$ cat src/rtl/spi_cmd_pkg.sv
package spi_cmd_pkg;

   localparam logic [7:0] OPC_SET_WE  = 8'h06;
   localparam logic [7:0] OPC_CLR_WE  = 8'h04;
   localparam logic [7:0] OPC_STAT_RD = 8'h05;
   localparam logic [7:0] OPC_STAT_WR = 8'h01;
   localparam logic [7:0] OPC_MEM_RD  = 8'h03;
   localparam logic [7:0] OPC_MEM_WR  = 8'h02;
   localparam logic [7:0] OPC_CMP_RD  = 8'h13;
   localparam logic [7:0] OPC_CMP_WR  = 8'h12;

   typedef enum logic [2:0] {
      PH_IDLE,
      PH_OPC,
      PH_STAT_OUT,
      PH_STAT_IN,
      PH_ADDR,
      PH_DATA,
      PH_SKIP
   } phase_t;

   // command bytes whose completion arms the latch clear at deselect
   function automatic logic arms_we_clear(input logic [7:0] opc);
      return (opc == OPC_CLR_WE) || (opc == OPC_STAT_WR) ||
             (opc == OPC_MEM_WR) || (opc == OPC_CMP_WR);
   endfunction

endpackage

$ cat src/rtl/spi_cmd_sync.sv
module spi_cmd_sync #(
   parameter int              W       = 3,
   parameter int              STAGES  = 2,
   parameter logic [W-1:0]    RST_VAL = '0
) (
   input  logic         clk,
   input  logic         rst_n,
   input  logic [W-1:0] d,
   output logic [W-1:0] q,
   output logic [W-1:0] q_prev
);

   logic [STAGES-1:0][W-1:0] chain;

   initial begin : p_param_chk
      if (STAGES < 2) $fatal(1, "spi_cmd_sync: STAGES must be at least 2");
   end

   always_ff @(posedge clk or negedge rst_n) begin
      if (!rst_n) begin
         chain  <= {STAGES{RST_VAL}};
         q_prev <= RST_VAL;
      end else begin
         chain  <= {chain[STAGES-2:0], d};
         q_prev <= chain[STAGES-1];
      end
   end

   assign q = chain[STAGES-1];

endmodule

$ cat src/rtl/spi_cmd_rx.sv
module spi_cmd_rx (
   input  logic       clk,
   input  logic       rst_n,
   input  logic       clr,
   input  logic       smp,
   input  logic       bit_in,
   output logic       byte_vld,
   output logic [7:0] byte_q
);

   logic [6:0] sr;
   logic [2:0] cnt;

   always_ff @(posedge clk or negedge rst_n) begin
      if (!rst_n) begin
         sr       <= '0;
         cnt      <= '0;
         byte_vld <= 1'b0;
         byte_q   <= '0;
      end else begin
         byte_vld <= 1'b0;
         if (clr) begin
            cnt <= '0;
         end else if (smp) begin
            sr  <= {sr[5:0], bit_in};
            cnt <= cnt + 3'd1;
            if (cnt == 3'd7) begin
               byte_vld <= 1'b1;
               byte_q   <= {sr, bit_in};
            end
         end
      end
   end

endmodule

$ cat src/rtl/spi_cmd_tx.sv
module spi_cmd_tx (
   input  logic       clk,
   input  logic       rst_n,
   input  logic       load,
   input  logic [7:0] load_val,
   input  logic       shift,
   output logic       so
);

   logic [7:0] sr;

   always_ff @(posedge clk or negedge rst_n) begin
      if (!rst_n) begin
         sr <= '0;
         so <= 1'b0;
      end else if (load) begin
         sr <= load_val;
      end else if (shift) begin
         so <= sr[7];
         sr <= {sr[6:0], 1'b0};
      end
   end

endmodule

$ cat src/rtl/spi_cmd_wel.sv
module spi_cmd_wel
   import spi_cmd_pkg::*;
(
   input  logic       clk,
   input  logic       rst_n,
   input  logic       cs_fall,
   input  logic       cs_rise,
   input  logic       opc_vld,
   input  logic [7:0] opc,
   output logic       wel
);

   logic armed;

   always_ff @(posedge clk or negedge rst_n) begin
      if (!rst_n) begin
         wel   <= 1'b0;
         armed <= 1'b0;
      end else if (cs_fall) begin
         armed <= 1'b0;
      end else if (cs_rise) begin
         if (armed) wel <= 1'b0;
         armed <= 1'b0;
      end else if (opc_vld) begin
         if (opc == OPC_SET_WE) wel <= 1'b1;
         if (arms_we_clear(opc)) armed <= 1'b1;
      end
   end

endmodule

$ cat src/rtl/spi_cmd_decoder.sv
module spi_cmd_decoder
   import spi_cmd_pkg::*;
#(
   parameter int ADDR_W      = 16,
   parameter int CADDR_W     = 8,
   parameter int SYNC_STAGES = 2,
   parameter int WE_BIT      = 1,
   parameter bit STAT_REPEAT = 1'b1
) (
   input  logic              clk,
   input  logic              rst_n,
   input  logic              cs_n,
   input  logic              sck,
   input  logic              si,
   output logic              so,
   output logic              so_oe,
   output logic [7:0]        status,
   output logic              mem_rd,
   output logic              mem_wr,
   output logic              cmp_rd,
   output logic              cmp_wr,
   output logic [ADDR_W-1:0] xfer_addr,
   output logic [7:0]        xfer_wdata,
   input  logic [7:0]        mem_rdata,
   input  logic [7:0]        cmp_rdata
);

   localparam int MEM_ABYTES = ADDR_W / 8;
   localparam int CMP_ABYTES = CADDR_W / 8;
   localparam int CNT_W      = $clog2(MEM_ABYTES + 1);
   localparam logic [ADDR_W-1:0] CMP_MASK = ADDR_W'((64'd1 << CADDR_W) - 64'd1);
   localparam logic [7:0]        WE_MASK  = 8'(1) << WE_BIT;

   initial begin : p_param_chk
      if (ADDR_W % 8 != 0 || ADDR_W < 8 || ADDR_W > 32)
         $fatal(1, "spi_cmd_decoder: ADDR_W must be 8..32 and a multiple of 8");
      if (CADDR_W % 8 != 0 || CADDR_W < 8 || CADDR_W > ADDR_W)
         $fatal(1, "spi_cmd_decoder: CADDR_W must be a multiple of 8 within ADDR_W");
      if (WE_BIT < 0 || WE_BIT > 7)
         $fatal(1, "spi_cmd_decoder: WE_BIT must address a status bit");
   end

   // ---------------- pin sampling and edge detection
   logic [2:0] pin_q, pin_prev;
   logic       cs_act, cs_fall, cs_rise, sck_rise, sck_fall;

   spi_cmd_sync #(.W(3), .STAGES(SYNC_STAGES), .RST_VAL(3'b100)) i_sync (
      .clk(clk), .rst_n(rst_n), .d({cs_n, sck, si}), .q(pin_q), .q_prev(pin_prev)
   );

   assign cs_act   = !pin_q[2];
   assign cs_fall  =  pin_prev[2] && !pin_q[2];
   assign cs_rise  = !pin_prev[2] &&  pin_q[2];
   assign sck_rise = !pin_prev[1] &&  pin_q[1];
   assign sck_fall =  pin_prev[1] && !pin_q[1];

   // ---------------- byte receiver
   logic       byte_vld;
   logic [7:0] rx_byte;

   spi_cmd_rx i_rx (
      .clk(clk), .rst_n(rst_n), .clr(cs_fall), .smp(sck_rise && cs_act),
      .bit_in(pin_q[0]), .byte_vld(byte_vld), .byte_q(rx_byte)
   );

   // ---------------- command state
   phase_t            phase;
   logic              is_comp, is_write, wr_ok;
   logic              rd_pend, ld_pend;
   logic [CNT_W-1:0]  abytes;
   logic [ADDR_W-1:0] addr_q, amask, addr_inc;
   logic [7:0]        stat_q;
   logic              opc_vld, stat_wr_evt, stat_reload, ld_stat, tx_load;
   logic [7:0]        tx_val;
   logic              wel;

   assign opc_vld     = byte_vld && cs_act && (phase == PH_OPC);
   assign stat_wr_evt = byte_vld && cs_act && (phase == PH_STAT_IN);
   assign amask       = is_comp ? CMP_MASK : '1;
   assign addr_inc    = (addr_q + ADDR_W'(1)) & amask;

   spi_cmd_wel i_wel (
      .clk(clk), .rst_n(rst_n), .cs_fall(cs_fall), .cs_rise(cs_rise),
      .opc_vld(opc_vld), .opc(rx_byte), .wel(wel)
   );

   // status byte: stored bits with the latch merged in at WE_BIT
   assign status = stat_q | (wel ? WE_MASK : 8'h00);

   always_ff @(posedge clk or negedge rst_n) begin
      if (!rst_n)                    stat_q <= '0;
      else if (stat_wr_evt && wr_ok) stat_q <= rx_byte & ~WE_MASK;
   end

   // variant: status repeats on every byte, or only the first byte carries it
   generate
      if (STAT_REPEAT) begin : g_stat_repeat
         assign stat_reload = byte_vld && cs_act && (phase == PH_STAT_OUT);
      end else begin : g_stat_once
         assign stat_reload = 1'b0;
      end
   endgenerate

   assign ld_stat = (opc_vld && rx_byte == OPC_STAT_RD) || stat_reload;
   assign tx_load = ld_stat || ld_pend;
   assign tx_val  = ld_stat ? status : (is_comp ? cmp_rdata : mem_rdata);

   spi_cmd_tx i_tx (
      .clk(clk), .rst_n(rst_n), .load(tx_load), .load_val(tx_val),
      .shift(sck_fall && cs_act), .so(so)
   );

   assign so_oe = cs_act &&
                  ((phase == PH_STAT_OUT) || (phase == PH_DATA && !is_write));

   // ---------------- command sequencer
   always_ff @(posedge clk or negedge rst_n) begin
      if (!rst_n) begin
         phase      <= PH_IDLE;
         is_comp    <= 1'b0;
         is_write   <= 1'b0;
         wr_ok      <= 1'b0;
         rd_pend    <= 1'b0;
         ld_pend    <= 1'b0;
         abytes     <= '0;
         addr_q     <= '0;
         mem_rd     <= 1'b0;
         mem_wr     <= 1'b0;
         cmp_rd     <= 1'b0;
         cmp_wr     <= 1'b0;
         xfer_addr  <= '0;
         xfer_wdata <= '0;
      end else begin
         mem_rd  <= 1'b0;
         mem_wr  <= 1'b0;
         cmp_rd  <= 1'b0;
         cmp_wr  <= 1'b0;
         rd_pend <= 1'b0;
         ld_pend <= mem_rd || cmp_rd;
         if (rd_pend && !cs_rise) begin
            if (is_comp) cmp_rd <= 1'b1;
            else         mem_rd <= 1'b1;
            xfer_addr <= addr_q;
         end
         if (cs_rise) begin
            phase   <= PH_IDLE;
            ld_pend <= 1'b0;
         end else if (cs_fall) begin
            phase <= PH_OPC;
         end else if (byte_vld && cs_act) begin
            unique case (phase)
               PH_OPC: begin
                  wr_ok  <= wel;
                  addr_q <= '0;
                  case (rx_byte)
                     OPC_STAT_RD: phase <= PH_STAT_OUT;
                     OPC_STAT_WR: phase <= PH_STAT_IN;
                     OPC_MEM_RD, OPC_MEM_WR, OPC_CMP_RD, OPC_CMP_WR: begin
                        // within the four address commands, bit 4 picks the
                        // register space and a clear bit 0 marks a write
                        phase    <= PH_ADDR;
                        is_comp  <= rx_byte[4];
                        is_write <= !rx_byte[0];
                        abytes   <= rx_byte[4] ? CNT_W'(CMP_ABYTES) : CNT_W'(MEM_ABYTES);
                     end
                     default: phase <= PH_SKIP;
                  endcase
               end
               PH_STAT_IN: phase <= PH_SKIP;
               PH_ADDR: begin
                  addr_q <= ((addr_q << 8) | ADDR_W'(rx_byte)) & amask;
                  abytes <= abytes - CNT_W'(1);
                  if (abytes == CNT_W'(1)) begin
                     phase <= PH_DATA;
                     if (!is_write) rd_pend <= 1'b1;
                  end
               end
               PH_DATA: begin
                  addr_q <= addr_inc;
                  if (is_write) begin
                     if (wr_ok) begin
                        if (is_comp) cmp_wr <= 1'b1;
                        else         mem_wr <= 1'b1;
                        xfer_addr  <= addr_q;
                        xfer_wdata <= rx_byte;
                     end
                  end else begin
                     rd_pend <= 1'b1;
                  end
               end
               default: ;
            endcase
         end
      end
   end

endmodule

$ cat config.mk
export PLATFORM = sky130hd
export DESIGN_NAME = spi_cmd_decoder
export DESIGN_NICKNAME = d
export VERILOG_FILES = /design/src/rtl/spi_cmd_pkg.sv /design/src/rtl/spi_cmd_sync.sv /design/src/rtl/spi_cmd_rx.sv /design/src/rtl/spi_cmd_tx.sv /design/src/rtl/spi_cmd_wel.sv /design/src/rtl/spi_cmd_decoder.sv
export SDC_FILE = /design/constraint.sdc
export NUM_CORES = 1
export LEC_CHECK = 0
export ABC_CLOCK_PERIOD_IN_PS = 3300
export BUFFER_PORTS_ARGS = -buffer_cell sky130_fd_sc_hd__clkbuf_2
export CAP_MARGIN = 20
export CORE_ASPECT_RATIO = 0.6
export CORE_MARGIN = 5
export CORE_UTILIZATION = 58
export CTS_BUF_LIST = sky130_fd_sc_hd__clkbuf_16
export DETAILED_ROUTE_END_ITERATION = 16
export PLACE_DENSITY = 0.8
export SLEW_MARGIN = 20
export SYNTH_ARGS = -nofsm -noshare
export SYNTH_HDL_FRONTEND = slang
export SYNTH_SLANG_ARGS = --single-unit
export TNS_END_PERCENT = 10
$ cat constraint.sdc
create_clock -name clk -period 3.3 [get_ports clk]
set_clock_uncertainty 0.1 [all_clocks]
set_input_delay 0.33 -clock clk [delete_from_list [all_inputs] [get_ports clk]]
set_output_delay 0.33 -clock clk [all_outputs]
set_load 0.02 [all_outputs]
-- Word-level counts from Yosys, hierarchy flattened
Cells that the tools add are included.
W data, S select, Z words.
- $add $sub $neg: 3
- equal/unequal tests: 18
- mux-type cells: 59
- bitwise logic cells: 7
- reduce and logical (&&, ||, !) cells: 51
- operators with widths (cell ; number):
    $mux W16 ; 8
    $pmux W16 S3 ; 1
    $mux W1 ; 33
    $and A16 B16 Y16 ; 2
    $mux W8 ; 4
    $eq A8 B3 Y1 const B ; 3
    $mux W3 ; 6
    $pmux W3 S3 ; 2
    $add A16 B1 Y16 const B ; 1
    $eq A8 B2 Y1 const B ; 2
    $eq A8 B5 Y1 const B ; 2
    $or A16 B8 Y16 ; 1
    $logic_and A1 B1 Y1 ; 15
    $reduce_and A4 Y1 ; 3
    $reduce_bool A3 Y1 ; 4
    $reduce_and A5 Y1 ; 2
    $reduce_bool A2 Y1 ; 5
    $eq A3 B3 Y1 const B ; 3
    $eq A8 B1 Y1 const B ; 1
    $or A8 B2 Y8 ; 1
    $logic_not A1 Y1 ; 7
    $logic_or A1 B1 Y1 ; 7
    $eq A3 B2 Y1 const B ; 2
    $mux W2 ; 3
    14 further kinds ; 20
- bits in registers: 100
- input bits: 21
- output and inout bits: 38
- logic and storage cells: 164

-- Depth between registers and ports, before layout
- depth in word-level cells: 11
- depth in mapped cells: 9
- depth with buffers taken out: 6

-- Cells and area by module
A second synthesis with hierarchy kept.
- cells, all modules: 433
- area, all modules: 5048.6 µm²
- by module, submodules not included (module ; instances ; cells each ; area an instance (µm²) ; seq. area each (µm²)):
    spi_cmd_decoder ; 1 ; 322 ; 3442.1 ; 1526.5
    spi_cmd_rx ; 1 ; 47 ; 795.8 ; 475.5
    spi_cmd_tx ; 1 ; 37 ; 419.2 ; 225.2
    spi_cmd_sync ; 1 ; 12 ; 251.5 ; 229.0
    spi_cmd_wel ; 1 ; 15 ; 140.1 ; 50.0

-- Worst setup path before layout
Ideal clock, no wire load.
- path type: register to register
- start: register i_sync.chain, in the netlist i_sync.q[2]
- end: register addr_q[2]
- library setup time: 0.078 ns
- arrival time: 2.321 ns
- required time: 3.122 ns
- path slack: 0.801 ns
- cell stages (with the launch flop): 10
- path buffers: 3
- clock period less this slack: 2.499 ns
- cells stage by stage: dfstp_2 buf_2 inv_1 ha_1 or4b_4 or3_1 buf_2 buf_6 o31ai_2 o2bb2ai_1
- word-level cells in the longest chain between the ends: 4
- elaborated cells on any way between the ends: 7
- those cells by class: bitwise: 2; reduce/logical: 5
- ends and longest elaborated chain (item ; RTL line ; text):
    start: declaration ; spi_cmd_sync.sv:13 ; logic [STAGES-1:0][W-1:0] chain;
    start signal: assignment ; spi_cmd_sync.sv:21 ; chain <= {STAGES{RST_VAL}};
    start signal: assignment ; spi_cmd_sync.sv:24 ; chain <= {chain[STAGES-2:0], d};
    $logic_not A1 Y1 ; spi_cmd_decoder.sv:51, spi_cmd_decoder.sv:52 ;
    $logic_and A1 B1 Y1 ; spi_cmd_decoder.sv:52 ; assign cs_fall = pin_prev[2] && !pin_q[2];
    $not A1 Y1 (no line) ; - ;
    $reduce_and A4 Y1 (no line) (*) ; - ;
    end signal: assignment ; spi_cmd_decoder.sv:171 ; addr_q <= ((addr_q << 8) | ADDR_W'(rx_byte)) & amask;
    end signal: assignment ; spi_cmd_decoder.sv:179 ; addr_q <= addr_inc;
    end: declaration ; spi_cmd_decoder.sv:71 ; logic [ADDR_W-1:0] addr_q, amask, addr_inc;
Every way passes the cells marked *; elsewhere a longest branch is shown, timed or not.
A chain may end at the register's enable or synchronous reset.

-- Final worst setup path
- start: register i_sync.chain, in the netlist i_sync.q[2]
- end: register addr_q[10]
The elaborated chain is that of the path after synthesis.

==> flow_metrics.tcl <==
set metrics [dict create \
    status "complete, no violations" \
    reg2reg_slack_ns 0.30 \
    cts_made_buffers 9 \
    critical_path_required_ns 3.47 \
    combPwrFrac 0.127 \
    slew_headroom 0.369 \
    io_buffers 58 \
    cp-end-kind "flip-flop" \
    final_util 0.693 \
    peakVddDrop_mv 0.334 \
    critPathLaunchType "flip-flop" \
    min-delay-start "i_sync.chain[0]" \
    root_buffer "clkbuf_16" \
    finalHoldViolCount 0 \
    grt_first_pass_wirelength_um 19400 \
    overflow 0 \
    cts_resized 0 \
    period_minus_slack_ns 3.00 \
    clk_pin_slew_ns 0.06 \
    crit_arrival_ns 3.16 \
    final_cell_mix "dfrtp_1 (96), clkbuf_2 (57), mux2_2 (55)" \
    post_cts_buffers 0 \
    seqCellArea_sq_mm 0.00248 \
    drv_slew 0 \
    die_y_um 80.7 \
    synth.avg_cell_area_sq_um 11.4 \
    r2r-start "i_sync.q[2]" \
    worst_slack_ns 0.304 \
    fin_setup_tns_ns 0 \
    cts_buffer_depth 2 \
    die-area_sq_mm 0.0103 \
    fmax_mhz 334 \
    gp_congestion 0.945 \
    holdPathStages 0 \
    min_delay_worst_endpoint "i_sync.q[0]" \
    fill_cells 630 \
    start_util 0.605 \
    path_class "flip-flop to flip-flop" \
    critPathMaxFanout 12 \
    cts_sinks 99 \
    seq_area_frac_synth 0.514 \
    p_int_uw 2030 \
    postSynthNetCount 452 \
    drive_above_1_share 0.311 \
    grt_pass1_vias 3654 \
    holdWs_ns 0.249 \
    cts_tree "built" \
    synth-edff-count 0 \
    final_common_cell "dfrtp_1" \
    core_area_sq_mm 0.00798 \
    syn_inst 425 \
    nets 508 \
    h-tree-depth 3 \
    multi_input_area_sq_mm 0.00216 \
    netlist_area_sq_mm 0.00483 \
    finalCritPeriodShare 0.908 \
    swShare 0.255 \
    num_io_pins 59 \
    totalWireLength_um 11700 \
    leakagePower_uw 0.00263 \
    hp-class "flip-flop to flip-flop" \
    power-per-cell-area_mw_per_mm2 494 \
    dp_hpwl_um 8380 \
    clkPwrFrac 0.362 \
    post_drt_wl_per_cell_um 19.7 \
    grt_setup_unrepaired "false" \
    pre_cts_slack_ns 0.384 \
    seqPwrFrac 0.511 \
    tightest_slew_ns 0.942 \
    setup_viol 0 \
    ys_async_sr_fraction 1.00 \
    die_x_um 128 \
    synth_cell_types 62 \
    via_per_inst 6.25 \
    first_pass_iters 5 \
    clk_latency_ns 0.34 \
    reg2reg_to "addr_q[10]" \
    ys_seq_elements 99 \
    yosys_warnings 0 \
    drtIter0Drc 396 \
    drc 0 \
    worstRegToRegCells 6 \
    grt_usage 0.245 \
    ys.flop_type "dfrtp_1" \
    areaGrowthSynthToFinish_pct 14.4 \
    switchingPower_uw 695 \
    rows 25 \
    antenna_found_initial 0 \
    antenna_cells 0 \
    num_vias 3706 \
    max_cap_violations 0 \
    ant_nets 0 \
    grt_max_degree 55 \
    power_uw 2730 \
]
## critical path: stages (launching register included)
cell,delay [ns]
dfstp_2,0.64
inv_1,0.08
ha_1,0.34
or4b_4,0.60
nor2_1,0.63
o311ai_0,0.32
a2bb2oi_1,0.21
## metrics by stage
stage	cells	cell area (sq um)
2_1_floorplan	425	4830
4_1_cts	593	5520
3_5_place_dp	574	5210
6_report	593	5520
3_3_place_gp	574	5210
5_1_grt	593	5520
## worst max path at each step
stage,startpoint,to,slack (ns),cells after the start
3_5_place_dp,i_sync.q[2],addr_q[10],0.38,6
6_report,i_sync.q[2],addr_q[10],0.30,6
4_1_cts,i_sync.q[2],addr_q[10],0.29,6
3_3_place_gp,i_sync.q[2],addr_q[7],0.58,6
2_1_floorplan,i_sync.q[2],addr_q[2],0.80,9
5_1_grt,i_sync.q[2],addr_q[10],0.14,6
## power groups by stage
stage / clock network (uW) / logic (uW) / registers (uW)
after floorplan: 0 / 253 / 1370
after global placement: 0 / 323 / 1400
after detailed placement: 0 / 339 / 1410
after CTS: 1000 / 347 / 1390
after global routing: 1060 / 384 / 1400
final: 988 / 346 / 1390
## sequential cells by signal, indices dropped and copies added, names as in the netlist, 2 cells and up
register / flops
i_sync.chain: 3
i_rx.sr: 7
stat_q: 7
i_tx.sr: 8
i_rx.cnt: 3
addr_q: 16
i_rx.byte_q: 8
xfer_wdata: 8
phase: 3
xfer_addr: 16
abytes: 2
i_sync.q: 3
i_sync.q_prev: 2
## cell type report
type	count	share of cell area
Sequential cell	99	0.449
Multi-Input combinational cell	283	0.391
Timing Repair Buffer	73	0.0752
Clock buffer	9	0.0408
Tap cell	108	0.0245
Inverter	15	0.0102
Clock inverter	6	0.00929
## metal layers
layer  up-vias  routed length [um]  GRT usage
li1       1682                   -          -
met1      1839                5290      0.353
met2       167                5040      0.355
met3        18                1190     0.0771
met4         0                 167     0.0720
met5         -                   0          0
## cell families (layout without fill, tap and decap cells)
kind of cell	Yosys count	count (layout)	share of synthesized area
flip-flops	99	99	0.514
buffers and inverters	43	103	0.0389
AO/OA/AOI/OAI	89	89	0.132
AND/OR/NAND/NOR	118	118	0.141
adder cells (fa/ha/maj)	6	6	0.0155
multiplexers	67	67	0.153
XOR/XNOR	3	3	0.00544
## synth_stat cells, types with 3 or more instances
cell | count | area, sq um
dfstp_2 | 3 | 78.8
nand3b_1 | 3 | 22.5
a211oi_1 | 8 | 60.1
mux2i_1 | 12 | 120
nor2b_1 | 13 | 81.3
a22o_1 | 8 | 70.1
nor4_1 | 4 | 25.0
o2bb2ai_1 | 3 | 26.3
buf_1 | 3 | 11.3
clkbuf_1 | 16 | 60.1
nor2_1 | 25 | 93.8
nor3_1 | 5 | 25.0
inv_1 | 14 | 52.6
mux2_2 | 55 | 619
o21ai_0 | 18 | 90.1
nor3b_1 | 6 | 45.0
buf_2 | 6 | 30.0
dfrtp_1 | 96 | 2400
or3_1 | 4 | 25.0
nand2_1 | 12 | 45.0
or3b_2 | 3 | 26.3
o211ai_1 | 4 | 30.0
nand3_1 | 15 | 75.1
nand2b_1 | 4 | 25.0
o311ai_0 | 3 | 26.3
and3_1 | 6 | 37.5
a32oi_1 | 3 | 26.3
ha_1 | 6 | 75.1
o31ai_1 | 7 | 52.6
a21oi_1 | 14 | 70.1
## timing repair
| action | CTS | global route |
|---|---|---|
| setup endpoints to repair | 0 | 0 |
| hold endpoints to repair | 54 | 0 |
| hold buffers | 4 | 0 |
Power figures use the tool's default switching activity.
